$ cat src/rtl/i2c_addr_rx.sv
module i2c_addr_rx (
  input  logic       clk,
  input  logic       rst_n,
  input  logic       scl_i,
  input  logic       sda_i,
  output logic       sda_oe,
  input  logic [7:0] own_addr,
  input  logic       ack_off,
  output logic [7:0] rx_data,
  output logic       rx_valid,
  output logic       gc_hit,
  output logic       own_hit,
  output logic       irq
);
  localparam logic [1:0] M_IDLE = 2'd0, M_ADDR = 2'd1, M_DATA = 2'd2, M_SKIP = 2'd3;

  logic [1:0] scl_sr, sda_sr, mode;
  logic       scl_d, sda_d;
  logic [7:0] shreg;
  logic [3:0] cnt;

  wire scl      = scl_sr[1];
  wire sda      = sda_sr[1];
  wire scl_rise = scl & ~scl_d;
  wire scl_fall = ~scl & scl_d;
  wire start_c  = scl & scl_d & sda_d & ~sda;
  wire stop_c   = scl & scl_d & ~sda_d & sda;
  wire [7:0] nxt = {shreg[6:0], sda};
  wire gc_m  = (nxt == 8'h00);
  wire own_m = !gc_m && (nxt == own_addr);

  always_ff @(posedge clk or negedge rst_n) begin
    if (!rst_n) begin
      scl_sr <= 2'b11;
      sda_sr <= 2'b11;
      scl_d  <= 1'b1;
      sda_d  <= 1'b1;
    end else begin
      scl_sr <= {scl_sr[0], scl_i};
      sda_sr <= {sda_sr[0], sda_i};
      scl_d  <= scl;
      sda_d  <= sda;
    end
  end

  always_ff @(posedge clk or negedge rst_n) begin
    if (!rst_n) begin
      mode     <= M_IDLE;
      cnt      <= '0;
      shreg    <= '0;
      rx_data  <= '0;
      rx_valid <= 1'b0;
      gc_hit   <= 1'b0;
      own_hit  <= 1'b0;
      irq      <= 1'b0;
      sda_oe   <= 1'b0;
    end else begin
      irq      <= 1'b0;
      rx_valid <= 1'b0;
      if (stop_c) begin
        mode    <= M_IDLE;
        cnt     <= '0;
        gc_hit  <= 1'b0;
        own_hit <= 1'b0;
        sda_oe  <= 1'b0;
      end else if (start_c) begin
        mode   <= M_ADDR;
        cnt    <= '0;
        sda_oe <= 1'b0;
      end else begin
        if (scl_rise && mode != M_IDLE) begin
          if (cnt == 4'd8) begin
            cnt <= '0;
          end else begin
            shreg <= nxt;
            cnt   <= cnt + 4'd1;
            if (cnt == 4'd7) begin
              if (mode == M_ADDR) begin
                gc_hit  <= gc_m;
                own_hit <= own_m;
                irq     <= gc_m | own_m;
                mode    <= (gc_m | own_m) ? M_DATA : M_SKIP;
              end else if (mode == M_DATA) begin
                rx_data  <= nxt;
                rx_valid <= 1'b1;
              end
            end
          end
        end
        if (scl_fall)
          sda_oe <= (cnt == 4'd8) && (mode == M_DATA) && !ack_off;
      end
    end
  end
endmodule


$ cat config.mk
export PLATFORM = sky130hd
export DESIGN_NAME = i2c_addr_rx
export DESIGN_NICKNAME = d
export VERILOG_FILES = /design/src/rtl/i2c_addr_rx.sv
export SDC_FILE = /design/constraint.sdc
export NUM_CORES = 1
export LEC_CHECK = 0
export BUFFER_PORTS_ARGS = -buffer_cell sky130_fd_sc_hd__buf_2
export CAP_MARGIN = 20
export CORE_MARGIN = 2
export CORE_UTILIZATION = 53
export DETAILED_ROUTE_END_ITERATION = 10
export PLACE_DENSITY = 0.77
export SYNTH_ARGS = -nofsm -noshare
export SYNTH_HDL_FRONTEND = slang
export SYNTH_SLANG_ARGS = --single-unit
$ cat constraint.sdc
create_clock -name clk -period 2.7 [get_ports clk]
set_clock_uncertainty 0.1 [all_clocks]
set_input_delay 0.54 -clock clk [delete_from_list [all_inputs] [get_ports clk]]
set_output_delay 0.54 -clock clk [all_outputs]
set_load 0.02 [all_outputs]
==> results summary <==
The run finished with clean final reports. The maximum buffer depth of the clock tree is 2. Once the floorplan was initialized, standard cells occupied 56.3% of the core. The kind of cell with the highest combined delay on the critical path is simple AND/OR/NAND/NOR gates.

The data arrival time of the worst path came out at roughly 2.2 ns. The remaining routing DRC violations came out at 0. The via count of the first global-routing pass came out at between 900 and 1000.

The total power of the final layout is between 1 and 1.5 mW. The post-detailed-routing wire length came out at 2420 um. The number of gates resized after cts is 0.

The post-synthesis register bit count is 32. The core outline area is roughly 0.0025 sq mm. The worst setup path is launched from a flip-flop. The share of the cycle needed by the critical path after routing is 75.4%.

The average size of a mapped cell is about 13 sq um. The leakage power of the design came out at between 0.7 and 0.8 nW. Walking the worst path, the cells encountered are nand2b_1, nor3b_2, mux2_2.

The final design area excluding fillers is roughly 0.0016 sq mm. The net count after synthesis came out at 125. The net count of the finished layout is 154. The relative contribution of combinational cells to total power is between 10% and 20%. The first global-routing pass estimated about 4300 um of wire. By instance count, the leading cell after synthesis is sky130_fd_sc_hd__dfrtp_1. The multi-input logic area came out at ~560 sq um.

The die is about 56 um wide. The number of flops mapped to enable cells by yosys is 0. The per-cell routed wire length is 14.3 um. Clock-pin slew was measured on the worst setup and hold paths at approximately 0.10 ns. The proportion of register bits with asynchronous set or reset after synthesis came out at 100%. The commonest cells after synthesis are 26 x sky130_fd_sc_hd__dfrtp_1, 15 x sky130_fd_sc_hd__mux2_2, 8 x sky130_fd_sc_hd__xor2_1. The count of clock tree sinks came out at 32. The cell type contributing the most total cell area after synthesis is sky130_fd_sc_hd__dfrtp_1. The total overflow left after global routing is 0. The count of filler cells inserted in the layout is ~210.

The placed wire-length estimate came out at ~1700 um. The total track usage came out at 18.3%. The synthesized instance count came out at between 100 and 150.

The via count normalized by instance count is 5.53. The synthesis warning total came out at 0. In the synthesized netlist the dominant register cell turns out to be sky130_fd_sc_hd__dfrtp_1. Registers take about 810 sq um. The hold violation count in the final report came out at 0. The worst supply voltage drop on vdd came out at just under 500 uV.

The number of clock buffers inserted by TritonCTS is 5. The count of buffers added on input and output ports is 25. The first routing iteration left 17 violations. The clock network is responsible for 25.7% of the overall power. At the later pin of the worst-skew pair, clock insertion delay measures 0.34 ns. Setup repair after global routing left no endpoint under its margin. The total count of max-transition violations in the final report is 0. The path class of the tightest hold or removal check is input pin to asynchronous set/reset pin. 26 I/O pins were placed. CTS placed an instance of sky130_fd_sc_hd__clkbuf_4 at the clock tree root. The count of endpoints failing setup in the final report came out at 0. The count of hold buffers inserted by post-cts repair is 0. The critical path is of the flip-flop to flip-flop type. The final estimated routing congestion in global placement came out at ~0.77. Ranked by total cell area, the synthesized netlist is headed by sky130_fd_sc_hd__dfrtp_1 46%, sky130_fd_sc_hd__mux2_2 12%, sky130_fd_sc_hd__dfstp_2 11%. The setup TNS after final layout came out at 0 ns. The CTS H-tree depth is 2. The total die area is 0.00308 sq mm. The iteration count of the initial detailed-routing pass is 4. TritonCTS built the clock tree. The number of routed nets with antenna violations came out at 0. Compared with the post-synthesis result, the final layout area differs by 14.0%.

In this run switching power makes up 30.2% of total power. The worst setup path is captured at a flip-flop. The slew of the pin with the lowest slew margin is 0.695 ns. The initial antenna violation count came out at 0.

The share of synthesized area in the top cell type comes to 46.2%. Summed over all nets, the switching power comes to 0.334 mW. The worst slew margin relative to its limit came out at roughly 54%. The area of placed instances is approximately 0.0015 sq mm.

The diode insertion count for antenna repair is 0. The critical path data required time came out at 2.82 ns. The count of different cell masters after synthesis came out at 28. After synthesis the cells add up to 0.00141 sq mm. The top fanout value on the critical path is 9. The worst-case register-to-register setup slack is 0.66 ns. The minimum period implied by the final worst setup slack came out at 2.04 ns. The cell with the biggest individual delay on the critical path is sky130_fd_sc_hd__nor3b_2. The maximum operating frequency is approximately 0.49 GHz. The number of max-cap violations came out at 0. The buffers inserted during post-CTS setup optimization came out at 0. The floorplan has 18 rows. Entering global routing, the biggest net connects 33 pins. Per report_power, the sequential group accounts for approximately 58% of the total. The internal power contribution is 0.771 mW. The routed via count came out at 940. The longest individual stage delay on the worst path is between 0.6 and 0.7 ns. The buffers plus inverters on the worst setup path is 0. The die boundary height is about 56 um.

The power per cell area is 688 mW/mm^2. Of the synthesized area, sequential elements account for 57.4%. Cells with a size suffix above 1 make up roughly two fifths of the layout.
layout make-up:
type | instances | share of cell area [%]
flip-flops and latches | 32 | 50.4
multi-input cells | 72 | 35.0
repair buffers | 25 | 7.79
clock buffers | 6 | 3.20
well taps | 30 | 2.34
inverters | 3 | 0.701
clock inverters | 2 | 0.624
placed cells by master, fill, tap and decap left out, types with 2 or more instances in the layout:
master / synthesis / final
sky130_fd_sc_hd__a21oi_1: 6 / 6
sky130_fd_sc_hd__a311oi_1: 2 / 2
sky130_fd_sc_hd__buf_2: 0 / 25
sky130_fd_sc_hd__clkbuf_4: 0 / 5
sky130_fd_sc_hd__clkinv_2: 0 / 2
sky130_fd_sc_hd__dfrtp_1: 26 / 26
sky130_fd_sc_hd__dfstp_2: 6 / 6
sky130_fd_sc_hd__ha_1: 2 / 2
sky130_fd_sc_hd__inv_1: 3 / 3
sky130_fd_sc_hd__mux2_2: 15 / 15
sky130_fd_sc_hd__nand2_1: 5 / 5
sky130_fd_sc_hd__nand2b_1: 3 / 3
sky130_fd_sc_hd__nand3_1: 3 / 3
sky130_fd_sc_hd__nand3b_1: 2 / 2
sky130_fd_sc_hd__nor2_1: 6 / 6
sky130_fd_sc_hd__nor4_1: 5 / 5
sky130_fd_sc_hd__o21ai_0: 4 / 4
sky130_fd_sc_hd__xor2_1: 8 / 8
power by group through the flow:
stage,clock network (mW),registers (mW),logic [mW]
2_1_floorplan,0,0.618,0.144
3_3_place_gp,0,0.638,0.180
3_5_place_dp,0,0.643,0.186
4_1_cts,0.294,0.634,0.188
5_1_grt,0.316,0.648,0.215
6_report,0.284,0.636,0.185
kinds of logic after synthesis:
group / count (synthesis) / share of synthesized area (%)
multiplexers: 15 / 12.0
XOR/XNOR: 9 / 5.60
buffers and inverters: 6 / 2.67
AND/OR/NAND/NOR: 31 / 14.0
adder cells (fa/ha/maj): 2 / 1.78
flip-flops: 32 / 57.4
AO/OA/AOI/OAI: 15 / 6.49
path summary, 6_finish.rpt:
check | start | end | cells past startpoint
min reg2reg | scl_sr[0] | scl_sr[1] | 0
max reg2reg | scl_sr[1] | shreg[2] | 3
max in group asynchronous | rst_n | rx_data[5] | 1
min | rst_n | mode[1] | 1
max | scl_sr[1] | shreg[2] | 3
min in group clk | sda_i | sda_sr[0] | 1
flip-flops by register name (all words and copies together), names as in the netlist:
name	cells
own_hit	1
sda_sr	2
gc_hit	1
mode	2
cnt	4
irq	1
sda_oe	1
rx_data	8
sda_d	1
scl_d	1
rx_valid	1
shreg	7
scl_sr	2
per-stage QoR:
stage,worst slack [ns],util (%),hold WS [ns],instances
floorplan,0.788,-,0.144,110
global placement,0.749,61.8,0.248,162
detailed placement,0.704,61.8,0.249,162
CTS,0.669,64.2,0.148,170
global route,0.544,64.2,0.164,170
finish,0.663,64.2,0.133,170
layer usage:
layer	track usage, %	routed length (um)
met5	0	0
met4	7.32	44
met3	7.26	151
met2	27.4	1150
met1	23.9	1070
Power figures use the tool's default switching activity.
